[src/rtl/csu_pkg.sv]
package csu_pkg;
    localparam int NPORT      = 5;
    localparam int PORT_W     = 3;
    localparam int PLANE_ID_W = 2;
    localparam int NODE_W     = 4;
    localparam int FLIT_W     = PLANE_ID_W + NODE_W;

    localparam logic [PORT_W-1:0] PORT_LOCAL = 3'd0;
    localparam logic [PORT_W-1:0] PORT_NORTH = 3'd1;
    localparam logic [PORT_W-1:0] PORT_SOUTH = 3'd2;
    localparam logic [PORT_W-1:0] PORT_EAST  = 3'd3;
    localparam logic [PORT_W-1:0] PORT_WEST  = 3'd4;

    typedef struct packed {
        logic [PLANE_ID_W-1:0] plane;
        logic [NODE_W-1:0]     dest;
    } setup_flit_t;

    typedef enum logic [1:0] {
        FQ_EMPTY = 2'd0,
        FQ_ONE   = 2'd1,
        FQ_TWO   = 2'd2
    } fq_state_e;

    // XY dimension order: resolve x first, then y; y grows southward
    function automatic logic [PORT_W-1:0] xy_route(
        input logic [NODE_W-1:0] here,
        input logic [NODE_W-1:0] dest
    );
        logic [PORT_W-1:0] r;
        if (dest[1:0] > here[1:0])      r = PORT_EAST;
        else if (dest[1:0] < here[1:0]) r = PORT_WEST;
        else if (dest[3:2] > here[3:2]) r = PORT_SOUTH;
        else if (dest[3:2] < here[3:2]) r = PORT_NORTH;
        else                            r = PORT_LOCAL;
        return r;
    endfunction
endpackage

[src/rtl/csu_setup_fifo.sv]
module csu_setup_fifo
    import csu_pkg::*;
(
    input  logic        clk,
    input  logic        rst_n,
    input  logic        push_vld,
    input  setup_flit_t push_flit,
    output logic        push_rdy,
    input  logic        pop,
    output logic        head_vld,
    output setup_flit_t head_flit
);
    fq_state_e   state_q, state_d;
    setup_flit_t slot0_q, slot1_q;
    logic        do_push;

    assign do_push = push_vld && (state_q != FQ_TWO);

    always_ff @(posedge clk or negedge rst_n) begin
        if (!rst_n) state_q <= FQ_EMPTY;
        else        state_q <= state_d;
    end

    always_comb begin
        state_d = state_q;
        unique case (state_q)
            FQ_EMPTY: if (do_push) state_d = FQ_ONE;
            FQ_ONE: begin
                if (do_push && !pop)      state_d = FQ_TWO;
                else if (!do_push && pop) state_d = FQ_EMPTY;
            end
            FQ_TWO:   if (pop) state_d = FQ_ONE;
            default:  state_d = FQ_EMPTY;
        endcase
    end

    always_ff @(posedge clk or negedge rst_n) begin
        if (!rst_n) begin
            slot0_q <= '0;
            slot1_q <= '0;
        end else begin
            unique case (state_q)
                FQ_EMPTY: if (do_push) slot0_q <= push_flit;
                FQ_ONE: begin
                    if (do_push && pop) slot0_q <= push_flit;
                    else if (do_push)   slot1_q <= push_flit;
                end
                FQ_TWO:   if (pop) slot0_q <= slot1_q;
                default: ;
            endcase
        end
    end

    always_comb begin
        head_vld  = (state_q != FQ_EMPTY);
        push_rdy  = (state_q != FQ_TWO);
        head_flit = slot0_q;
    end
endmodule

[src/rtl/csu_xy_route.sv]
module csu_xy_route
    import csu_pkg::*;
#(
    parameter logic [3:0] NODE_ID = 4'h5
) (
    input  logic              vld,
    input  setup_flit_t       flit,
    output logic [NPORT-1:0]  req_oh
);
    logic [PORT_W-1:0] dir;

    always_comb begin
        dir    = xy_route(NODE_ID, flit.dest);
        req_oh = '0;
        for (int o = 0; o < NPORT; o++) begin
            if (vld && (dir == PORT_W'(o))) req_oh[o] = 1'b1;
        end
    end
endmodule

[src/rtl/csu_fixed_arb.sv]
module csu_fixed_arb #(
    parameter int N = 5
) (
    input  logic [N-1:0] req,
    output logic [N-1:0] gnt
);
    always_comb begin
        logic taken;
        taken = 1'b0;
        gnt   = '0;
        for (int i = 0; i < N; i++) begin
            if (req[i] && !taken) begin
                gnt[i] = 1'b1;
                taken  = 1'b1;
            end
        end
    end
endmodule

[src/rtl/csu_cfg_table.sv]
module csu_cfg_table
    import csu_pkg::*;
#(
    parameter int NPLANES = 4
) (
    input  logic                           clk,
    input  logic                           rst_n,
    input  logic [NPORT-1:0]               wr_en,
    input  logic [NPORT*PLANE_ID_W-1:0]    wr_plane,
    input  logic [NPORT*PORT_W-1:0]        wr_src,
    output logic [NPLANES*NPORT-1:0]       cfg_valid,
    output logic [NPLANES*NPORT*PORT_W-1:0] cfg_inport,
    output logic [NPORT-1:0]               inv_vld,
    output logic [NPORT*PLANE_ID_W-1:0]    inv_plane,
    output logic [NPORT*PORT_W-1:0]        inv_port
);
    localparam int PSEL_W = (NPLANES > 2) ? 2 : 1;

    logic              ent_vld_q [NPLANES][NPORT];
    logic [PORT_W-1:0] ent_src_q [NPLANES][NPORT];
    logic [PSEL_W-1:0] psel      [NPORT];
    logic [NPORT-1:0]  displace;

    always_comb begin
        for (int o = 0; o < NPORT; o++) begin
            psel[o]     = wr_plane[o*PLANE_ID_W +: PSEL_W];
            displace[o] = wr_en[o] && ent_vld_q[psel[o]][o]
                          && (ent_src_q[psel[o]][o] != wr_src[o*PORT_W +: PORT_W]);
        end
    end

    always_ff @(posedge clk or negedge rst_n) begin
        if (!rst_n) begin
            for (int p = 0; p < NPLANES; p++) begin
                for (int o = 0; o < NPORT; o++) begin
                    ent_vld_q[p][o] <= 1'b0;
                    ent_src_q[p][o] <= '0;
                end
            end
            inv_vld   <= '0;
            inv_plane <= '0;
            inv_port  <= '0;
        end else begin
            for (int o = 0; o < NPORT; o++) begin
                inv_vld[o] <= displace[o];
                if (displace[o]) begin
                    inv_plane[o*PLANE_ID_W +: PLANE_ID_W] <= wr_plane[o*PLANE_ID_W +: PLANE_ID_W];
                    inv_port[o*PORT_W +: PORT_W]          <= ent_src_q[psel[o]][o];
                end
                if (wr_en[o]) begin
                    ent_vld_q[psel[o]][o] <= 1'b1;
                    ent_src_q[psel[o]][o] <= wr_src[o*PORT_W +: PORT_W];
                end
            end
        end
    end

    for (genvar p = 0; p < NPLANES; p++) begin : g_pl
        for (genvar o = 0; o < NPORT; o++) begin : g_op
            assign cfg_valid[p*NPORT + o]                     = ent_vld_q[p][o];
            assign cfg_inport[(p*NPORT + o)*PORT_W +: PORT_W] = ent_src_q[p][o];
        end
    end
endmodule

[src/rtl/circuit_setup_unit.sv]
module circuit_setup_unit
    import csu_pkg::*;
#(
    parameter logic [3:0] NODE_ID = 4'h5,
    parameter int         NPLANES = 4
) (
    input  logic                             clk,
    input  logic                             rst_n,
    input  logic [NPORT-1:0]                 in_vld,
    input  logic [NPORT*FLIT_W-1:0]          in_flit,
    output logic [NPORT-1:0]                 in_rdy,
    output logic [NPORT-1:0]                 out_vld,
    output logic [NPORT*FLIT_W-1:0]          out_flit,
    output logic [NPLANES*NPORT-1:0]         cfg_valid,
    output logic [NPLANES*NPORT*PORT_W-1:0]  cfg_inport,
    output logic [NPORT-1:0]                 inv_vld,
    output logic [NPORT*PLANE_ID_W-1:0]      inv_plane,
    output logic [NPORT*PORT_W-1:0]          inv_port
);
    setup_flit_t      head_flit [NPORT];
    logic [NPORT-1:0] head_vld;
    logic [NPORT-1:0] pop;
    logic [NPORT-1:0] route_oh  [NPORT];
    logic [NPORT-1:0] req_by_out [NPORT];
    logic [NPORT-1:0] gnt_by_out [NPORT];

    logic [NPORT-1:0]            fwd_en;
    setup_flit_t                 fwd_flit [NPORT];
    logic [NPORT*PLANE_ID_W-1:0] fwd_plane_flat;
    logic [NPORT*PORT_W-1:0]     fwd_src_flat;

    for (genvar i = 0; i < NPORT; i++) begin : g_in
        csu_setup_fifo u_fifo (
            .clk       (clk),
            .rst_n     (rst_n),
            .push_vld  (in_vld[i]),
            .push_flit (setup_flit_t'(in_flit[i*FLIT_W +: FLIT_W])),
            .push_rdy  (in_rdy[i]),
            .pop       (pop[i]),
            .head_vld  (head_vld[i]),
            .head_flit (head_flit[i])
        );
        csu_xy_route #(.NODE_ID(NODE_ID)) u_route (
            .vld    (head_vld[i]),
            .flit   (head_flit[i]),
            .req_oh (route_oh[i])
        );
    end

    always_comb begin
        for (int o = 0; o < NPORT; o++) begin
            for (int i = 0; i < NPORT; i++) req_by_out[o][i] = route_oh[i][o];
        end
    end

    for (genvar o = 0; o < NPORT; o++) begin : g_out
        csu_fixed_arb #(.N(NPORT)) u_arb (
            .req (req_by_out[o]),
            .gnt (gnt_by_out[o])
        );
    end

    // Per output: winning flit and its input index
    always_comb begin
        pop = '0;
        for (int o = 0; o < NPORT; o++) begin
            fwd_en[o]   = |gnt_by_out[o];
            fwd_flit[o] = '0;
            fwd_src_flat[o*PORT_W +: PORT_W] = '0;
            for (int i = 0; i < NPORT; i++) begin
                if (gnt_by_out[o][i]) begin
                    fwd_flit[o] = head_flit[i];
                    fwd_src_flat[o*PORT_W +: PORT_W] = PORT_W'(i);
                    pop[i] = 1'b1;
                end
            end
            fwd_plane_flat[o*PLANE_ID_W +: PLANE_ID_W] = fwd_flit[o].plane;
        end
    end

    always_ff @(posedge clk or negedge rst_n) begin
        if (!rst_n) begin
            out_vld  <= '0;
            out_flit <= '0;
        end else begin
            out_vld <= fwd_en;
            for (int o = 0; o < NPORT; o++) begin
                if (fwd_en[o]) out_flit[o*FLIT_W +: FLIT_W] <= fwd_flit[o];
            end
        end
    end

    csu_cfg_table #(.NPLANES(NPLANES)) u_table (
        .clk        (clk),
        .rst_n      (rst_n),
        .wr_en      (fwd_en),
        .wr_plane   (fwd_plane_flat),
        .wr_src     (fwd_src_flat),
        .cfg_valid  (cfg_valid),
        .cfg_inport (cfg_inport),
        .inv_vld    (inv_vld),
        .inv_plane  (inv_plane),
        .inv_port   (inv_port)
    );
endmodule

[config.mk]
export PLATFORM = sky130hd
export DESIGN_NAME = circuit_setup_unit
export DESIGN_NICKNAME = d
export VERILOG_FILES = /design/src/rtl/csu_pkg.sv /design/src/rtl/csu_setup_fifo.sv /design/src/rtl/csu_xy_route.sv /design/src/rtl/csu_fixed_arb.sv /design/src/rtl/csu_cfg_table.sv /design/src/rtl/circuit_setup_unit.sv
export SDC_FILE = /design/constraint.sdc
export NUM_CORES = 1
export LEC_CHECK = 0
export CORE_MARGIN = 2
export CORE_UTILIZATION = 30
export DETAILED_ROUTE_END_ITERATION = 7
export GPL_TIMING_DRIVEN = 1
export RECOVER_POWER = 100
export SYNTH_ARGS = -nofsm -noshare
export SYNTH_HDL_FRONTEND = slang
export SYNTH_SLANG_ARGS = --single-unit
[constraint.sdc]
create_clock -name clk -period 3.1 [get_ports clk]
set_input_delay 0.62 -clock clk [delete_from_list [all_inputs] [get_ports clk]]
set_output_delay 0.62 -clock clk [all_outputs]
set_load 0.05 [all_outputs]
======== After elaboration in Yosys (flattened, before gate mapping) ========
Index checks and enable logic that the tools add are counted.
storage, ports and cells
  bits in registers ....................... 215
  bits in latches ......................... 0
  bits in writable memories ............... 0
  bits in read-only memories .............. 0
  input bits .............................. 37
  logic and storage cells ................. 602
  memories ................................ 0
operators by class
  add/sub/neg operators ................... 0
  $mul .................................... 0
  div/mod/pow operators ................... 0
  magnitude comparators ................... 30
  equal/unequal tests ..................... 60
  shifts and indexed selects .............. 0
  mux-type cells .......................... 265
  bitwise operators ....................... 15
  reductions and logical operators ........ 150
operator list
  operator                                                        count
  bitwise mux 60 bit                                              5
  2-to-1 mux 60 bit                                               5
  2-to-1 mux 6 bit                                                43
  binary-select mux 15 bit (select 2 bit)                         5
  demux 15 bit (select 2 bit)                                     5
  2-to-1 mux 3 bit                                                36
  2-to-1 mux 1 bit                                                103
  2-to-1 mux 20 bit                                               5
  bitwise OR 20 bit                                               5
  case mux 6 bit (3 select lines)                                 5
  logical AND 1 bit                                               80
  binary-select mux 5 bit (select 2 bit)                          5
  demux 5 bit (select 2 bit)                                      5
  2-to-1 mux 2 bit                                                23
  2-to-1 mux 15 bit                                               3
  2-to-1 mux 12 bit                                               3
  == test 3 x 2 -> 1 bit (second input constant)                  10
  zero test 1 bit                                                 30
  != test 2 x 1 -> 1 bit (second input constant)                  15
  case mux 2 bit (3 select lines)                                 5
  AND reduction 3 bit                                             10
  2-to-1 mux 9 bit                                                3
  OR reduction 5 bit                                              5
  greater-than comparator 2 x 1 -> 1 bit (second input constant)  10
  19 further kinds                                                96

======== Longest topological paths before layout ========
  word-level depth ........................ 37
  gate-level depth with buffers ........... 13
  gate-level depth less buffers ........... 10

======== Modules after synthesis ========
A second synthesis with hierarchy kept.
second synthesis, totals
  cells, all modules ...................... 959
  area, all modules ....................... 11,676.2 µm²
modules (own cells, without submodules)
  module                                instances  cells each  area each (µm²)
  csu_cfg_table                         1          290         4,971.0
  circuit_setup_unit                    1          379         2,776.4
  csu_setup_fifo at g_in[1].u_fifo ...  4          45          673.1
  csu_setup_fifo at g_in[0].u_fifo      1          45          660.6
  csu_xy_route                          5          7           60.1
  csu_fixed_arb                         5          6           55.1

======== Worst setup path after synthesis ========
OpenSTA, ideal clock, no wires.
  path type ............................... reg-to-reg
  start point ............................. register g_in[2].u_fifo.state_q[0]
  end point ............................... register u_table.inv_plane[5]
  arrival time ............................ 3.083 ns
  required time ........................... 2.975 ns
  slack ................................... -0.108 ns
  stages on the path, launching flop included .. 14
  buffers on the path ..................... 3
  period minus slack after synthesis ...... 3.208 ns
  cell sequence ........................... dfrtp_1 > buf_2 > or2_1 > and3_1 > buf_2 > a311o_1 > o221ai_1 > a21o_1 > buf_2 > nand2_1 > a32oi_1 > xor2_1 > o31ai_4 > mux2_2
between the ends
  word-level cells in the longest chain between the ends .. 18
RTL lines
  what                                                                                                      RTL line                                  text
  from (decl)                                                                                               csu_setup_fifo.sv:13                      fq_state_e state_q, state_d;
  from (signal assigned)                                                                                    csu_setup_fifo.sv:21                      else state_q <= state_d;
  nonzero test 2 bit (*)                                                                                    csu_setup_fifo.sv:55                      head_vld = (state_q != FQ_EMPTY);
  logical AND 1 bit (*)                                                                                     csu_xy_route.sv:16                        if (vld && (dir == PORT_W'(o))) req_oh[o] = 1'b1;
  2-to-1 mux 1 bit (*)                                                                                      csu_xy_route.sv:16
  logical AND 1 bit (*)                                                                                     csu_fixed_arb.sv:12                       if (req[i] && !taken) begin
  2-to-1 mux 1 bit                                                                                          csu_fixed_arb.sv:12
  zero test 1 bit                                                                                           csu_fixed_arb.sv:12
  logical AND 1 bit                                                                                         csu_fixed_arb.sv:12
  2-to-1 mux 1 bit                                                                                          csu_fixed_arb.sv:12
  zero test 1 bit                                                                                           csu_fixed_arb.sv:12
  logical AND 1 bit                                                                                         csu_fixed_arb.sv:12
  2-to-1 mux 1 bit                                                                                          csu_fixed_arb.sv:12
  2-to-1 mux 6 bit                                                                                          circuit_setup_unit.sv:71                  if (gnt_by_out[o][i]) begin
  inverter 2 -> 3 bit (implied by the code)                                                                 csu_cfg_table.sv:27, csu_cfg_table.sv:28
  binary-select mux 15 bit (select 2 bit) / binary-select mux 5 bit (select 2 bit) (equally long branches)  csu_cfg_table.sv:28, csu_cfg_table.sv:27
  2-to-1 mux 9 bit (implied by the code) / 2-to-1 mux 3 bit (equally long branches) (2 in series)           csu_cfg_table.sv:28, csu_cfg_table.sv:27
  != test 3 bit / logical AND 1 bit (equally long branches)                                                 csu_cfg_table.sv:28, csu_cfg_table.sv:27
  logical AND 1 bit                                                                                         csu_cfg_table.sv:28                       && (ent_src_q[psel[o]][o] != wr_src[o*PORT_W +: PORT_W]);
  to (signal, indexed assignment)                                                                           csu_cfg_table.sv:47                       inv_plane[o*PLANE_ID_W +: PLANE_ID_W] <= wr_plane[o*PLANE_ID_W +: PLANE_ID_W];
  to (decl)                                                                                                 csu_cfg_table.sv:14                       output logic [NPORT*PLANE_ID_W-1:0] inv_plane,
Mark *: on every way between the ends. The rest lies on a longest branch, timed or not. The select of a mux whose other input is x is not followed.
A chain may end at the register's enable or synchronous reset.

======== Worst setup path after layout ========
  start point ............................. register g_in[2].u_fifo.state_q[0]
  end point ............................... register u_table.inv_port[8]
between the ends
  word-level cells in the longest chain between the ends .. 18
RTL lines
  what                                                                                                      RTL line                                                       text
  nonzero test 2 bit (*)                                                                                    csu_setup_fifo.sv:55
  logical AND 1 bit (*)                                                                                     csu_xy_route.sv:16
  2-to-1 mux 1 bit (*)                                                                                      csu_xy_route.sv:16
  logical AND 1 bit (*)                                                                                     csu_fixed_arb.sv:12
  2-to-1 mux 1 bit                                                                                          csu_fixed_arb.sv:12
  zero test 1 bit                                                                                           csu_fixed_arb.sv:12
  logical AND 1 bit                                                                                         csu_fixed_arb.sv:12
  2-to-1 mux 1 bit                                                                                          csu_fixed_arb.sv:12
  zero test 1 bit                                                                                           csu_fixed_arb.sv:12
  logical AND 1 bit                                                                                         csu_fixed_arb.sv:12
  2-to-1 mux 1 bit                                                                                          csu_fixed_arb.sv:12
  2-to-1 mux 6 bit                                                                                          circuit_setup_unit.sv:71
  inverter 2 -> 3 bit (implied by the code)                                                                 csu_cfg_table.sv:27, csu_cfg_table.sv:28, csu_cfg_table.sv:48
  binary-select mux 15 bit (select 2 bit) / binary-select mux 5 bit (select 2 bit) (equally long branches)  csu_cfg_table.sv:28, csu_cfg_table.sv:48, csu_cfg_table.sv:27
  2-to-1 mux 9 bit (implied by the code) / 2-to-1 mux 3 bit (equally long branches) (2 in series)           csu_cfg_table.sv:28, csu_cfg_table.sv:48, csu_cfg_table.sv:27
  != test 3 bit / logical AND 1 bit (equally long branches)                                                 csu_cfg_table.sv:28, csu_cfg_table.sv:27
  logical AND 1 bit                                                                                         csu_cfg_table.sv:28
  to (signal, indexed assignment)                                                                           csu_cfg_table.sv:48                                            inv_port[o*PORT_W +: PORT_W] <= ent_src_q[psel[o]][o];
  to (decl)                                                                                                 csu_cfg_table.sv:15                                            output logic [NPORT*PORT_W-1:0] inv_port
Marked as above.

==> qor.yml <==
syn_nets: 1057
startpoint: "g_in[2].u_fifo.state_q[0]"
layout.cells.most_common: "dfrtp_1"
cp_common_cell: "buf_6"
viasPerCell: 4.84
ioPinCount: 187
crit_chain: "buf_6 > or2_4 > and3_4 > a311o_1 > o221ai_2 > a21o_1 > nand2_1 > a32oi_2 > xor2_1 > o31ai_4 > buf_6 > mux2_4"
drc_errors: 0
hp-start: "g_in[0].u_fifo.slot1_q[0]"
ff_latch_area_um2: 5380
relSlewSlack_pct: -14.6
root_buffer: "clkbuf_16"
end_kind: "flop"
hold_path_class: "reg -> reg"
initial_core_util_pct: 30.3
wirelength_mm: 32.1
finalSetupTns_ns: -0.225
nNetsFinal: 1424
ir_drop_v: 0.000698
final_util_pct: 44.8
drv_slew: 68
final.setup.worst_slack_ns: -0.0576
place_inst: 1779
holdWs_ns: 0.376
portBuffers: 186
layout_common_cells: "dfrtp_1, clkdlybuf4s50_1, buf_4"
skew_ns: 0.00726
track_usage_pct: 16.8
ys_types: 85
first_iter_violations: 544
syn_inst: 1020
n_fill_cell: 3347
layout-drive-gt1-share_pct: 30.2
die_h_um: 193
finalHoldViolations: 0
die-area_um2: 37300
crit_arrival_ns: 3.57
syn_area_um2: 10700
grt_max_degree: 68
period_minus_slack_ns: 3.16
die_w_um: 193
fin_crit_sh_pct: 102
power-per-cell-area_nw_per_um2: 1260
wl_per_cell_um: 17.2
antenna_cells: 0
holdBufCountCts: 0
cts_tree: "done"
seq_area_frac_synth_pct: 50.2
cts_max_path_buffers: 3
worstPathMaxFanout: 5
area_delta_synth_final_pct: 47.8
max_stage_delay_ns: 0.41
crit_required_ns: 3.51
dr.pass1.iters: 5
gr-total-overflow: 0
num_rows: 69
avgSynthCellArea_um2: 10.5
violations: "capacitance limit, slew limit, setup timing"
tightest_slew_ns: 1.72
ys_async_sr_fraction_pct: 100
core_um2: 35400
cts_buffers: 26
clkSinkCount: 215
maxCapViolCount: 1
critical_path_class: "reg -> reg"
layoutNonFillerInstCount: 1866
htreeDepth: 1
clock.fmax_mhz: 317
grt_pass1_wl_mm: 49.7
critPathLaunchType: "flop"
multiInputGateArea_um2: 5440
p_leak_nw: 6.89
worstSkewPairLatency_ns: 0.53
postRouteAntennaNets: 0
grt_pass1_vias: 8944
synth-edff-count: 0
finalSetupViolCount: 7
synth_seq_cells: 215
antenna_found_initial: 0
gp_congestion: 0.918
yosysWarningCount: 0
outcome: "complete, but fails checks"
synth-main-ff-cell: "dfrtp_1"
path_clk_slew_ns: 0.06
r2r-start: "g_in[2].u_fifo.state_q[0]"
slowest_stage: "dfrtp_1"
post-dp-hpwl_mm: 24.5
rsz0062_at_grt: "true"
vias: 9028
## area by class of cell
type | instances | share of cell area [%]
repair buffers | 395 | 22.0
multi-input cells | 723 | 34.4
clock buffers | 41 | 4.91
inverters | 26 | 0.616
flip-flops and latches | 215 | 34.0
well taps | 461 | 3.64
clock inverters | 5 | 0.490
## logic make-up (layout without fill, tap and decap cells)
kind of cell	after synthesis	in the layout	share of synthesized area [%]
flops	215	215	50.2
compound gates	203	203	12.7
mux	157	157	16.1
xor+xnor	12	12	1.05
simple gates	350	350	16.6
other cells	1	1	0.0350
buf+inv	82	467	3.29
## where the power goes
group | internal, mW | switching [mW]
sequential | 3.84 | 0.930
clock | 1.87 | 1.18
combinational | 5.43 | 6.75
## layer usage
| layer | track usage, % | vias up | part of all wire, % |
|---|---|---|---|
| met5 | 0 | - | 0 |
| met4 | 4.40 | 0 | 2.2 |
| met3 | 2.57 | 43 | 5.3 |
| met2 | 28.1 | 243 | 48 |
| met1 | 22.8 | 4367 | 45 |
| li1 | - | 4375 | - |
## worst max-delay path, delay by kind of cell (launching register included)
kind	cells	cell delay, ns
AO/OA/AOI/OAI	5	1.33
XOR/XNOR	1	0.14
buffers and inverters	2	0.29
flip-flops	1	0.41
multiplexers	1	0.29
AND/OR/NAND/NOR	3	0.58
## what timing repair did
action,4_1_cts,5_1_grt
setup endpoints to repair,24,36
gates resized for setup,33,79
cloned,0,1
buffers inserted,23,21
pin swaps,25,29
## registers in the layout, summed over array words and instances, names as in the netlist
register               flops
g_in.u_fifo.head_flit     30
g_in.u_fifo.slot1_q       30
g_in.u_fifo.state_q       10
out_flit                  30
out_vld                    5
u_table.cfg_inport        60
u_table.cfg_valid         20
u_table.inv_plane         10
u_table.inv_port          15
u_table.inv_vld            5
## synth_stat cells, types with 6 or more instances
| master | instances | share of area (%) |
|---|---|---|
| and2_1 | 10 | 0.58 |
| o22ai_1 | 8 | 0.47 |
| mux2_2 | 75 | 7.9 |
| nor2_1 | 69 | 2.4 |
| o21a_1 | 6 | 0.42 |
| a21oi_1 | 40 | 1.9 |
| a22oi_1 | 6 | 0.42 |
| nand2b_1 | 26 | 1.5 |
| nand2_1 | 125 | 4.4 |
| o21ai_0 | 68 | 3.2 |
| nor3_1 | 13 | 0.61 |
| clkbuf_1 | 37 | 1.3 |
| mux2i_1 | 71 | 6.6 |
| or2_2 | 16 | 0.93 |
| inv_1 | 26 | 0.91 |
| nor2b_1 | 15 | 0.88 |
| nand3_1 | 22 | 1.0 |
| buf_4 | 9 | 0.63 |
| buf_2 | 9 | 0.42 |
| xor2_1 | 6 | 0.49 |
| dfrtp_1 | 215 | 50 |
| and3_1 | 13 | 0.76 |
## per-stage QoR
stage	instance area (µm²)	total power, mW	setup WS (ns)
detailed placement	14300	15.8	-0.163
global placement	14300	15.6	-0.0626
floorplan	10700	11.4	0.00827
finish	15800	20.0	-0.0576
CTS	15400	19.3	-0.0282
global route	15800	21.2	-0.176
## final timing paths
| path | end | slack (ns) | cells past startpoint |
|---|---|---|---|
| max | u_table.inv_port[8] | -0.06 | 12 |
| min | g_in[0].u_fifo.slot1_q[0] | 0.38 | 0 |
| max reg2reg | u_table.inv_port[8] | -0.06 | 12 |
| min reg2reg | g_in[0].u_fifo.slot1_q[0] | 0.38 | 0 |
| max in group asynchronous | g_in[0].u_fifo.slot1_q[2] | 0.53 | 2 |
| min in group asynchronous | u_table.cfg_valid[5] | 0.54 | 1 |
Power figures use the tool's default switching activity.
